<file path="src/rtl/swire_pkg.sv">
package swire_pkg;
  typedef enum logic [1:0] {
    ST_IDLE    = 2'd0,
    ST_TX      = 2'd1,
    ST_RX_WAIT = 2'd2,
    ST_RX_SAMP = 2'd3
  } eng_state_t;

  localparam logic [1:0] A_TXB  = 2'd0;
  localparam logic [1:0] A_RXB  = 2'd1;
  localparam logic [1:0] A_CTRL = 2'd2;
  localparam logic [1:0] A_STAT = 2'd3;

  localparam int C_DIR = 0;
  localparam int C_GO  = 1;
  localparam int C_IEN = 2;

  localparam int S_TXD = 0;
  localparam int S_RXD = 1;
  localparam int S_TMO = 2;
endpackage

</file>
<file path="src/rtl/swire_sync.sv">
module swire_sync #(
  parameter int STAGES = 2
) (
  input  logic clk,
  input  logic rst,
  input  logic line_in,
  output logic line_s,
  output logic line_fell
);
  logic [STAGES-1:0] pipe;
  logic              prev_q;

  always_ff @(posedge clk) begin
    if (rst) begin
      pipe   <= '1;
      prev_q <= 1'b1;
    end else begin
      pipe   <= {pipe[STAGES-2:0], line_in};
      prev_q <= pipe[STAGES-1];
    end
  end

  assign line_s    = pipe[STAGES-1];
  assign line_fell = prev_q & ~pipe[STAGES-1];
endmodule

</file>
<file path="src/rtl/swire_engine.sv">
module swire_engine
  import swire_pkg::*;
#(
  parameter int DW         = 8,
  parameter int SLOT_CYC   = 40,
  parameter int LOW1_CYC   = 8,
  parameter int LOW0_CYC   = 28,
  parameter int SAMPLE_CYC = 18,
  parameter int TMO_CYC    = 200
) (
  input  logic          clk,
  input  logic          rst,
  input  logic          start,
  input  logic          dir,
  input  logic [DW-1:0] tx_byte,
  input  logic          line_s,
  input  logic          line_fell,
  output logic          busy,
  output logic          drive_low,
  output logic          done_tx,
  output logic          done_rx,
  output logic          done_tmo,
  output logic [DW-1:0] rx_byte
);
  localparam int MAXC = (TMO_CYC > SLOT_CYC) ? TMO_CYC : SLOT_CYC;
  localparam int CW   = $clog2(MAXC + 1);
  localparam int BW   = (DW > 1) ? $clog2(DW) : 1;

  eng_state_t    state;
  logic [CW-1:0] cnt;
  logic [BW-1:0] bitn;
  logic [DW-1:0] shreg;
  logic [CW-1:0] lowlen;
  logic [CW-1:0] cnt_nx;

  assign lowlen = shreg[0] ? CW'(LOW1_CYC) : CW'(LOW0_CYC);
  assign cnt_nx = cnt + 1'b1;
  assign busy   = (state != ST_IDLE);

  always_ff @(posedge clk) begin
    if (rst) begin
      state     <= ST_IDLE;
      cnt       <= '0;
      bitn      <= '0;
      shreg     <= '0;
      drive_low <= 1'b0;
      done_tx   <= 1'b0;
      done_rx   <= 1'b0;
      done_tmo  <= 1'b0;
      rx_byte   <= '0;
    end else begin
      done_tx  <= 1'b0;
      done_rx  <= 1'b0;
      done_tmo <= 1'b0;
      case (state)
        ST_IDLE: begin
          drive_low <= 1'b0;
          if (start) begin
            cnt  <= '0;
            bitn <= '0;
            if (dir) begin
              state <= ST_RX_WAIT;
            end else begin
              state     <= ST_TX;
              shreg     <= tx_byte;
              drive_low <= 1'b1;
            end
          end
        end
        ST_TX: begin
          if (cnt == CW'(SLOT_CYC - 1)) begin
            cnt   <= '0;
            shreg <= {1'b0, shreg[DW-1:1]};
            if (bitn == BW'(DW - 1)) begin
              state     <= ST_IDLE;
              drive_low <= 1'b0;
              done_tx   <= 1'b1;
            end else begin
              bitn      <= bitn + 1'b1;
              drive_low <= 1'b1;
            end
          end else begin
            cnt       <= cnt_nx;
            drive_low <= (cnt_nx < lowlen);
          end
        end
        ST_RX_WAIT: begin
          if (line_fell) begin
            state <= ST_RX_SAMP;
            cnt   <= '0;
          end else if (cnt == CW'(TMO_CYC - 1)) begin
            state    <= ST_IDLE;
            done_tmo <= 1'b1;
          end else begin
            cnt <= cnt_nx;
          end
        end
        ST_RX_SAMP: begin
          if (cnt == CW'(SAMPLE_CYC - 1)) begin
            cnt   <= '0;
            shreg <= {line_s, shreg[DW-1:1]};
            if (bitn == BW'(DW - 1)) begin
              state   <= ST_IDLE;
              rx_byte <= {line_s, shreg[DW-1:1]};
              done_rx <= 1'b1;
            end else begin
              bitn  <= bitn + 1'b1;
              state <= ST_RX_WAIT;
            end
          end else begin
            cnt <= cnt_nx;
          end
        end
        default: state <= ST_IDLE;
      endcase
    end
  end
endmodule

</file>
<file path="src/rtl/swire_regs.sv">
module swire_regs
  import swire_pkg::*;
#(
  parameter int DW = 8
) (
  input  logic          clk,
  input  logic          rst,
  input  logic          wr,
  input  logic          rd,
  input  logic [1:0]    addr,
  input  logic [DW-1:0] wdata,
  input  logic          done_tx,
  input  logic          done_rx,
  input  logic          done_tmo,
  input  logic [DW-1:0] rx_byte,
  output logic [DW-1:0] rdata,
  output logic          irq,
  output logic          start,
  output logic          dir,
  output logic          go,
  output logic          ien,
  output logic [DW-1:0] tx_byte,
  output logic [2:0]    status
);
  logic [DW-1:0] rx_q;
  logic [2:0]    status_n;

  always_comb begin
    status_n = status;
    if (rd && addr == A_STAT) status_n = '0;
    if (start)                status_n = '0;
    status_n[S_TXD] = status_n[S_TXD] | done_tx;
    status_n[S_RXD] = status_n[S_RXD] | done_rx;
    status_n[S_TMO] = status_n[S_TMO] | done_tmo;
  end

  always_ff @(posedge clk) begin
    if (rst) begin
      rdata   <= '0;
      irq     <= 1'b0;
      start   <= 1'b0;
      dir     <= 1'b0;
      go      <= 1'b0;
      ien     <= 1'b0;
      tx_byte <= '0;
      rx_q    <= '0;
      status  <= '0;
    end else begin
      start  <= 1'b0;
      status <= status_n;
      irq    <= ien & (|status);
      if (wr) begin
        case (addr)
          A_TXB: tx_byte <= wdata;
          A_CTRL: begin
            ien <= wdata[C_IEN];
            if (!go) begin
              dir <= wdata[C_DIR];
              if (wdata[C_GO]) begin
                go    <= 1'b1;
                start <= 1'b1;
              end
            end
          end
          default: ;
        endcase
      end
      if (done_tx || done_rx || done_tmo) go <= 1'b0;
      if (done_rx) rx_q <= rx_byte;
      if (rd) begin
        case (addr)
          A_TXB:   rdata <= tx_byte;
          A_RXB:   rdata <= rx_q;
          A_CTRL:  rdata <= DW'({ien, go, dir});
          default: rdata <= DW'(status);
        endcase
      end
    end
  end
endmodule

</file>
<file path="src/rtl/swire_master.sv">
module swire_master #(
  parameter int DW          = 8,
  parameter int SYNC_STAGES = 2,
  parameter int SLOT_CYC    = 40,
  parameter int LOW1_CYC    = 8,
  parameter int LOW0_CYC    = 28,
  parameter int SAMPLE_CYC  = 18,
  parameter int TMO_CYC     = 200
) (
  input  logic          clk,
  input  logic          rst,
  input  logic          reg_wr,
  input  logic          reg_rd,
  input  logic [1:0]    reg_addr,
  input  logic [DW-1:0] reg_wdata,
  output logic [DW-1:0] reg_rdata,
  output logic          irq,
  input  logic          line_in,
  output logic          line_oe
);
  logic          line_s, line_fell;
  logic          start, dir, go, ien, busy;
  logic          done_tx, done_rx, done_tmo;
  logic [DW-1:0] tx_byte, rx_byte;
  logic [2:0]    status;

  swire_sync #(.STAGES(SYNC_STAGES)) sync_i (
    .clk(clk), .rst(rst), .line_in(line_in),
    .line_s(line_s), .line_fell(line_fell)
  );

  swire_regs #(.DW(DW)) regs_i (
    .clk(clk), .rst(rst), .wr(reg_wr), .rd(reg_rd), .addr(reg_addr),
    .wdata(reg_wdata), .done_tx(done_tx), .done_rx(done_rx),
    .done_tmo(done_tmo), .rx_byte(rx_byte), .rdata(reg_rdata), .irq(irq),
    .start(start), .dir(dir), .go(go), .ien(ien), .tx_byte(tx_byte),
    .status(status)
  );

  swire_engine #(
    .DW(DW), .SLOT_CYC(SLOT_CYC), .LOW1_CYC(LOW1_CYC), .LOW0_CYC(LOW0_CYC),
    .SAMPLE_CYC(SAMPLE_CYC), .TMO_CYC(TMO_CYC)
  ) eng_i (
    .clk(clk), .rst(rst), .start(start), .dir(dir), .tx_byte(tx_byte),
    .line_s(line_s), .line_fell(line_fell), .busy(busy),
    .drive_low(line_oe), .done_tx(done_tx), .done_rx(done_rx),
    .done_tmo(done_tmo), .rx_byte(rx_byte)
  );
endmodule

</file>
<file path="config.mk">
export PLATFORM = sky130hd
export DESIGN_NAME = swire_master
export DESIGN_NICKNAME = d
export VERILOG_FILES = /design/src/rtl/swire_pkg.sv /design/src/rtl/swire_sync.sv /design/src/rtl/swire_engine.sv /design/src/rtl/swire_regs.sv /design/src/rtl/swire_master.sv
export SDC_FILE = /design/constraint.sdc
export NUM_CORES = 1
export LEC_CHECK = 0
export ABC_AREA = 0
export CORE_AREA = 4 4 68 101
export DETAILED_ROUTE_END_ITERATION = 10
export DIE_AREA = 0 0 72 105
export DONT_BUFFER_PORTS = 1
export MAX_ROUTING_LAYER = met4
export PLACE_DENSITY = 0.71
export SKIP_LAST_GASP = 1
export SYNTH_ARGS = -nofsm -noshare
export SYNTH_HDL_FRONTEND = slang
export SYNTH_SLANG_ARGS = --single-unit
</file>
<file path="constraint.sdc">
create_clock -name clk -period 3.19 [get_ports clk]
set_clock_uncertainty 0.15 [all_clocks]
set_input_delay 0.4785 -clock clk [delete_from_list [all_inputs] [get_ports clk]]
set_output_delay 0.4785 -clock clk [all_outputs]
set_load 0.03 [all_outputs]
</file>
---- After elaboration in Yosys (flattened, before gate mapping) ----
Index checks and enable logic that the tools add are counted.
Widths: inputs -> output; s select.
word-level totals
  output and inout port bits .............. 10
  register bits ........................... 68
  word-level logic and storage cells ...... 113
  input port bits ......................... 15
cells by class
  reduce and logical (&&, ||, !) cells .... 21
  bitwise logic cells ..................... 14
  $lt $le $gt $ge ......................... 1
  mux-type cells .......................... 38
  add/sub/neg operators ................... 2
  equality and inequality tests ........... 17
operator list
  kind                 count
  $mux 8               9
  $pmux 8 s3           2
  $pmux 8 s4           1
  $mux 3               6
  $mux 2               8
  $reduce_or 3->1      4
  $reduce_and 5->1     2
  $not 1->1            9
  $pmux 3 s3           1
  $add 8x1->8 const B  1
  $eq 2x2->1 const B   4
  $eq 8x5->1 const B   1
  $eq 8x6->1 const B   1
  $eq 8x8->1 const B   1
  $lt 8x8->1           1
  $mux 1               8
  $pmux 2 s4           1
  $ne 2x1->1 const B   3
  $reduce_and 2->1     3
  $reduce_and 3->1     2
  $mux 5               1
  $eq 2x1->1 const B   2
  $logic_not 2->1      2
  $ne 2x2->1 const B   2
  other kinds (14)     18

---- Depth between registers and ports, before layout ----
Gate-level depths: netlist of the first run.
  depth after elaboration ................. 5
  mapped depth ............................ 8
  depth with buffers taken out ............ 8

---- Hierarchy ----
Synthesis of the first run repeated with hierarchy kept, for this count alone.
unflattened totals
  cell total of the unflattened synthesis .. 338
  area total of the unflattened synthesis .. 3208.1 µm²
by module, submodules not included
  module        times used  seq. area each (µm²)  cells an instance  area an instance (µm²)
  swire_engine  1           660.6                 208                1834.3
  swire_regs    1           640.6                 123                1288.7
  swire_sync    1           60.1                  7                  85.1

---- Worst setup path after synthesis of the first run ----
No wires, ideal clock.
  path type ............................... flip-flop to flip-flop
  start point ............................. register eng_i.cnt[0]
  end point ............................... register eng_i.drive_low
  slack ................................... 1.058 ns
  data required time ...................... 2.981 ns
  library setup time ...................... 0.059 ns
  arrival time ............................ 1.923 ns
  cell stages (with the launch flop) ...... 9
  period minus slack after synthesis ...... 2.132 ns
  cell sequence ........................... dfxtp_1 -> ha_1 -> nand3_1 -> xnor2_1 -> ha_1 -> o21ai_0 -> o31ai_1 -> a211oi_1 -> o221a_2
between the ends
  longest elaborated chain between the ends .. 4
  elaborated cells on any way between the ends .. 5
ends and longest elaborated chain
  what                      RTL line             source
  start: declaration        swire_engine.sv:30   logic [CW-1:0] cnt;
  start signal: assignment  swire_engine.sv:83   cnt <= cnt_nx;
  start signal: assignment  swire_engine.sv:95   cnt <= cnt_nx;
  start signal: assignment  swire_engine.sv:111  cnt <= cnt_nx;
  $add 8x1->8               swire_engine.sv:37   assign cnt_nx = cnt + 1'b1;
  $lt 8x8->1                swire_engine.sv:84   drive_low <= (cnt_nx < lowlen);
  $mux 1 *                  swire_engine.sv:71   if (cnt == CW'(SLOT_CYC - 1)) begin
  $pmux 1 s2 *              swire_engine.sv:55   case (state)
  end signal: assignment    swire_engine.sv:84
  end: declaration          swire_engine.sv:19   output logic drive_low,
Mark *: on every way between the ends. The rest lies on a longest branch, timed or not.
A chain may end at the register's enable or synchronous reset.

---- Final worst setup path of the first run ----
Ends and elaborated chain as after synthesis.

==> results of run 1 <==
-- path summary, 6_finish.rpt --
check / to / cells after the start / slack (ns)
max reg2reg: eng_i.drive_low$_SDFFE_PP0P_ / 8 / 0.79
min reg2reg: sync_i.pipe[1]$_SDFF_PP1_ / 1 / 0.28
min: eng_i.cnt[5]$_SDFFE_PP0P_ / 1 / 0.06
max: eng_i.drive_low$_SDFFE_PP0P_ / 8 / 0.79
-- per-stage QoR --
step                std cells  power (mW)  area (sq um)
detailed placement        404       0.950          3220
global placement          404       0.949          3220
finish                    419        1.62          3410
global route              419        1.68          3410
CTS                       419        1.64          3410
floorplan                 352       0.954          3230
-- sequential cells by signal, indices dropped and copies added (netlist names), 3 cells and up --
name,count
eng_i.bitn,3
regs_i.rdata,8
eng_i.rx_byte,8
regs_i.tx_byte,8
regs_i.rx_q,8
eng_i.cnt,8
eng_i.shreg,8
regs_i.status,3
-- cells in the final DEF, fill, tap and decap left out, types with 3 or more instances in the layout --
master / Yosys / routed
dfxtp_1: 68 / 68
nor2_1: 57 / 57
mux2i_1: 31 / 31
nand2_1: 16 / 16
a21oi_1: 15 / 15
a211oi_1: 13 / 13
nor3_1: 13 / 13
nand3_1: 11 / 11
clkbuf_8: 0 / 10
mux2_2: 9 / 9
nor2b_1: 9 / 9
nand2b_1: 7 / 7
inv_1: 6 / 6
o21ai_0: 5 / 5
ha_1: 5 / 5
o22ai_1: 4 / 4
and3_1: 4 / 4
or2_2: 4 / 4
a2111oi_0: 3 / 3
nand3b_1: 3 / 3
a31oi_1: 3 / 3
-- routing by layer --
layer | vias up | GRT usage
met3 | 19 | 0.0520
met2 | 53 | 0.302
li1 | 1239 | -
met5 | - | -
met1 | 1128 | 0.234
met4 | 0 | 0.109
-- power breakdown --
part | internal (mW) | switching (mW) | leakage, nW
clock network | 0.377 | 0.313 | 0.0914
registers | 0.862 | 0.0182 | 0.550
logic | 0.0252 | 0.0248 | 0.585
-- final cells by class --
type,instances,share of cell area
inverter,6,0.00661
clock buffer,11,0.0415
multi-input combinational,255,0.508
tap,74,0.0272
clock inverter,4,0.0147
sequential,68,0.400
timing repair buffer,1,0.00220
-- cell families after synthesis --
logic type | Yosys count
XOR/XNOR | 3
multiplexers | 41
flip-flops | 68
buffers and inverters | 29
AO/OA/AOI/OAI | 61
AND/OR/NAND/NOR | 145
adder cells (fa/ha/maj) | 5
-- critical path, delay by kind of cell (launching register included) --
| family | cells | cell delay, ns |
|---|---|---|
| AOI/OAI and AO/OA | 4 | 0.71 |
| xor gates and xnor gates | 1 | 0.24 |
| adders and majority gates | 2 | 0.62 |
| and+or+nand+nor | 1 | 0.19 |
| DFF | 1 | 0.44 |
==> reports/qor.csv, run 1 <==
stage,metric,value,unit
yosys,synth_top_area_frac,0.421,
yosys,synth_cells,352,
clock_tree,postCtsSetupBuffers,0,
sta,final.setup.tns,0,ns
sta,layout_setup_ws,0.795,ns
floorplanning,row_count,35,
setup_path,crit_fanout,7,
yosys,ys_ff_latch,68,
floorplanning,coreArea,0.00604,sq mm
setup_path,worstSetupStartpoint,eng_i.cnt[0]$_SDFFE_PP0P_,
sta,maxSlewViolCount,0,
clock_tree,clock_latency,0.34,ns
floorplanning,initial_core_util,0.535,
layout,drive_above_1_share,0.128,
run_status,outcome,"finished, final reports clean",
worst_hold_path,min_path_type,in -> reg,
yosys,postSynthAreaPerCell,9.18,sq um
sta,slew_headroom,0.382,
setup_path,critical_path_class,reg -> reg,
floorplanning,top_level_ports,25,
layout,multiInputGateArea,0.00173,sq mm
yosys,yosysMostFrequentCell,dfxtp_1,
route,drt-total-wl,6.86,mm
setup_path,worstSetupStartpointType,flip-flop,
layout,diodes,0,
placed_design,dpl.hpwl,4.88,mm
yosys,yosysTopAreaCell,dfxtp_1,
placed_design,place.gp.congestion,0.918,
clock_tree,clock_sinks,68,
layout,finalCoreUtilization,0.564,
setup_path,crit_required,3.32,ns
global_route,antenna_found_initial,0,
pwr,p_leak,1.23,nW
sta,worstMarginPinSlew,0.922,ns
route,drt_iter0_drc,137,
clock_tree,root_buffer,clkbuf_8,
sta,fmax,417,MHz
route,drtAntennaViolNets,0,
layout,fillers,555,
setup_path,end_kind,flip-flop,
sta,period_needed,2.40,ns
route,vias,2439,
yosys,synth_compound_area_frac,0.139,
yosys,synth-edff-count,0,
yosys,synth_fa_ha_area_frac,0.0193,
clock_tree,holdBufCountCts,0,
yosys,ys_warn_count,0,
floorplanning,die_area,0.00756,sq mm
clock_tree,clkTransAtPathRegs,0.07,ns
clock_tree,cts_resized,0,
route,wl_per_cell,16.4,um
sta,post-route-period-util,0.751,
yosys,syn_area,0.00323,sq mm
yosys,synth_xor_area_frac,0.00813,
job,cap_viol_max_count,0,
route,top_layer_used,met4,
yosys,syn_nets,372,
global_route,grt_pass1_vias,2345,
yosys,synth_mux_area_frac,0.131,
route,viasPerCell,5.82,
placed_design,portBuffers,0,
yosys,ys_types,60,
worst_hold_path,hp-start,rst,
layout,area_growth,5.38,%
yosys,synth_flop_cell,dfxtp_1,
floorplanning,die_x,72,um
sta,setup_viol,0,
route,drc,0,
route,dr_wl_met3,234,um
sta,whs,0.0634,ns
setup_path,cp_common_cell,ha_1,
yosys,synth_common_cells,"dfxtp_1 (68), nor2_1 (57), mux2i_1 (31), nand2_1 (16), a21oi_1 (15)",
route,drt-met1-wl,2.96,mm
global_route,grt_pass1_wl,11.4,mm
route,drt-pass1-iter-count,4,
setup_path,crit_path_top_delay_cell,dfxtp_1,
sta,rsz0062_at_grt,no,
clock_tree,htreeDepth,3,
route,met2_length,3.45,mm
global_route,globalRouteOverflowTotal,0,
placed_design,dp_slack,0.830,ns
global_route,grt_usage,0.198,
setup_path,crit_chain,ha_1 > nand3_1 > xnor2_1 > ha_1 > o21ai_0 > o31ai_1 > a211oi_1 > o221a_2,
yosys,synth_top_family_by_area,simple AND/OR/NAND/NOR gates,
floorplanning,dieHeight,105,um
sta,hold_viol_final,0,
yosys,synthTopCellsByArea,"dfxtp_1 (42%), mux2i_1 (9.6%), nor2_1 (6.6%)",
setup_path,r2r_start,eng_i.cnt[0]$_SDFFE_PP0P_,
clock_tree,cts_buffer_depth,2,
yosys,synth_seq_area_share,0.421,
yosys,yosys.area_share.simple,0.237,
clock_tree,numCtsBuffers,9,
yosys,synthArstFlopShare,0,
clock_tree,cts_tree,built,
setup_path,worstPathArrival,2.53,ns
pwr,ir_drop,0.000306,V
setup_path,critPathMaxStageDelay,0.44,ns
pwr,power.density,476,mW/mm^2
global_route,grt_max_degree,70,
layout,ff_latch_area,0.00136,sq mm
layout,fin_nets,361,
Power figures use the tool's default switching activity.
==> run 2, diff against run 1 <==
--- a/config.mk
+++ b/config.mk
@@ -5,13 +5,13 @@
 export SDC_FILE = /design/constraint.sdc
 export NUM_CORES = 1
 export LEC_CHECK = 0
-export ABC_AREA = 0
+export ABC_AREA = 1
 export CORE_AREA = 4 4 68 101
 export DETAILED_ROUTE_END_ITERATION = 10
 export DIE_AREA = 0 0 72 105
 export DONT_BUFFER_PORTS = 1
 export MAX_ROUTING_LAYER = met4
-export PLACE_DENSITY = 0.71
+export PLACE_DENSITY = 0.73
 export SKIP_LAST_GASP = 1
 export SYNTH_ARGS = -nofsm -noshare
 export SYNTH_HDL_FRONTEND = slang
==> constraint.sdc (replaced) <==
create_clock -name clk -period 2.1 [get_ports clk]
set_clock_uncertainty 0.15 [all_clocks]
set_input_delay 0.315 -clock clk [delete_from_list [all_inputs] [get_ports clk]]
set_output_delay 0.315 -clock clk [all_outputs]
set_load 0.03 [all_outputs]
==> reports/qor.csv, run 2 <==
stage,metric,value,unit
yosys,ys_types,33,
sta,rsz0062_at_grt,no,
layout,fin_nets,481,
route,viasPerCell,5.32,
yosys,synth_seq_area_share,0.423,
placed_design,dp_cells,516,
route,wl_per_cell,14.1,um
pwr,ir_drop,0.000599,V
route,drtAntennaViolNets,0,
layout,area_growth,9.80,%
floorplanning,row_count,35,
yosys,synth_top_family_by_area,simple AND/OR/NAND/NOR gates,
yosys,ys_warn_count,0,
clock_tree,cts_resized,0,
global_route,grt_pass1_wl,12.9,mm
clock_tree,cts_tree,built,
setup_path,critPathMaxStageDelay,0.42,ns
pwr,p_sw_frac,0.338,
floorplanning,die_x,72,um
setup_path,cp_common_cell,nor2_1,
clock_tree,clkTransAtPathRegs,0.08,ns
setup_path,worst-r2r-cell-count,10,
clock_tree,clock_sinks,68,
global_route,grt_usage,0.222,
setup_path,worstPathArrival,2.01,ns
clock_tree,postCtsSetupBuffers,0,
setup_path,crit_path_top_delay_cell,dfxtp_1,
placed_design,dpl.hpwl,5.63,mm
yosys,synth_mux_area_frac,0.00933,
worst_hold_path,whs_path_depth,3,
placed_design,place.gp.congestion,0.936,
setup_path,critical_path_class,reg -> reg,
pwr,p_leak,1.55,nW
setup_path,crit_fanout,6,
clock_tree,clock_latency,0.34,ns
floorplanning,dieHeight,105,um
worst_hold_path,min_path_type,in -> reg,
yosys,synth_xor_area_frac,0.00272,
sta,post-route-period-util,0.902,
floorplanning,initial_core_util,0.533,
sta,fmax,528,MHz
yosys,synth_top_area_frac,0.423,
route,drt_iter0_drc,165,
yosys,yosys.area_share.simple,0.262,
setup_path,worstSetupStartpointType,flip-flop,
yosys,synth_fa_ha_area_frac,0.0194,
yosys,synth_common_cells,"nand2_1 (78), inv_1 (70), dfxtp_1 (68), nor2_1 (62), a21oi_1 (39)",
sta,slew_headroom,0.411,
sta,worstMarginPinSlew,0.880,ns
route,drt-pass1-iter-count,4,
sta,maxSlewViolCount,0,
placed_design,portBuffers,0,
pwr,clkPwrFrac,0.306,
route,drt-total-wl,7.59,mm
yosys,syn_nets,472,
yosys,synth_compound_area_frac,0.169,
layout,finalNonFillerCells,539,
layout,layout_commonest_cell,nand2_1,
setup_path,end_kind,flip-flop,
yosys,yosysTopAreaCell,dfxtp_1,
global_route,grt_max_degree,26,
clock_tree,numCtsBuffers,9,
pwr,p_int,2.28,mW
run_status,outcome,"finished, final reports clean",
pwr,p_sw,1.16,mW
yosys,syn_area,0.00322,sq mm
layout,drive_above_1_share,0.0860,
layout,diodes,0,
yosys,synthTopCellsByArea,"dfxtp_1 (42%), nand2_1 (9.1%), inv_1 (8.2%)",
pwr,power.density,974,mW/mm^2
yosys,synth_flop_cell,dfxtp_1,
yosys,postSynthAreaPerCell,7.12,sq um
yosys,synthArstFlopShare,0,
setup_path,cpLargestDelayFamily,simple AND/OR/NAND/NOR gates,
pwr,combPwrFrac,0.248,
global_route,antenna_found_initial,0,
floorplanning,top_level_ports,25,
yosys,yosysMostFrequentCell,nand2_1,
global_route,grt_pass1_vias,2879,
route,vias,2868,
sta,period_needed,1.89,ns
pwr,p_seq_frac,0.446,
floorplanning,die_area,0.00756,sq mm
route,drc,0,
sta,hold_viol_final,0,
yosys,synth_cells,452,
floorplanning,coreArea,0.00604,sq mm
setup_path,critPathBufInv,0,
yosys,ys_ff_latch,68,
yosys,synth-edff-count,0,
sta,final.setup.tns,0,ns
setup_path,crit_required,2.22,ns
layout,final_cell_mix,"nand2_1 (78), inv_1 (70), dfxtp_1 (68)",
setup_path,crit_chain,ha_1 > nand2_4 > nor2_1 > xor2_1 > ha_1 > nand3_1 > nand3_1 > nor2_1 > nor2_1 > nor2_1,
clock_tree,htreeDepth,3,
setup_path,cp.depth,10,
global_route,globalRouteOverflowTotal,0,
sta,setup_viol,0,
job,cap_viol_max_count,0,
clock_tree,root_buffer,clkbuf_8,
clock_tree,cts_buffer_depth,2,
run 2: cell types whose count changed in the layout (fill, tap and decap cells not counted), sizes merged, moves of 9 or more:
cell	change
inv	+68
nand2	+68
o21ai	+35
mux2i	-28
a21oi	+23
nand3	+19
a211oi	-12
nor3	-12
mux2	-10
nor2	+9
nor2b	-9
run 2: power by group through the flow:
stage                     clock, mW  sequential, mW  combinational [mW]
after global placement            0            1.56               0.814
after floorplan                   0            1.52               0.704
after detailed placement          0            1.56               0.834
after CTS                      1.07            1.54               0.859
after global routing           1.12            1.55               0.988
final                          1.05            1.53               0.853
run 2: repair_timing:
action / CTS / global route
hold buffers: 8 / 0
endpoints found under the hold margin: 26 / 0
setup endpoints to repair: 0 / 0
run 2: metrics by stage:
step | hold slack (ns) | setup WS, ns | total power, mW | cell area (sq um) | utilization
global placement | 0.239 | 0.241 | 2.37 | 3260 | 0.540
finish | 0.0135 | 0.206 | 3.44 | 3530 | 0.585
detailed placement | 0.243 | 0.190 | 2.40 | 3260 | 0.540
floorplan | 0.239 | 0.338 | 2.22 | 3220 | -
CTS | 0.00178 | 0.191 | 3.47 | 3530 | 0.585
global route | 0.0177 | 0.000466 | 3.66 | 3530 | 0.585
run 2: layout make-up:
class / instances / area, sq um
fill: 586 / 2510
multi-input combinational: 295 / 1490
sequential: 68 / 1360
inverter: 74 / 283
clock buffer: 11 / 141
timing repair buffer: 13 / 118
tap: 74 / 92.6
clock inverter: 4 / 50.0
run 2: path summary, 6_finish.rpt:
check	startpoint	to	slack [ns]
worst min register to register	sync_i.pipe[0]$_SDFF_PP1_	sync_i.pipe[1]$_SDFF_PP1_	0.26
worst max-delay path	eng_i.cnt[1]$_SDFFE_PP0P_	eng_i.drive_low$_SDFFE_PP0P_	0.21
worst min-delay path	reg_rd	regs_i.rdata[2]$_SDFFE_PP0P_	0.01
worst max register to register	eng_i.cnt[1]$_SDFFE_PP0P_	eng_i.drive_low$_SDFFE_PP0P_	0.21
run 2: worst register-to-register path, cell delays in order, from the launching register on:
cell	delay (ns)
dfxtp_1	0.42
ha_1	0.25
nand2_4	0.09
nor2_1	0.13
xor2_1	0.20
ha_1	0.26
nand3_1	0.08
nand3_1	0.06
nor2_1	0.09
nor2_1	0.05
nor2_1	0.07
run 2: logic make-up (layout without fill, tap and decap cells):
logic type,count (synthesis),count (layout)
compound gates,95,95
flops,68,68
xor+xnor,1,1
mux,3,3
buf+inv,89,102
simple gates,191,191
fa+ha+maj,5,5
run 2: metal layers:
layer / GRT usage / wire, um / up-vias
met5: - / 0 / -
met4: 0.0914 / 174 / 0
met3: 0.0491 / 294 / 16
met2: 0.404 / 4150 / 66
met1: 0.222 / 2980 / 1318
li1: - / - / 1468
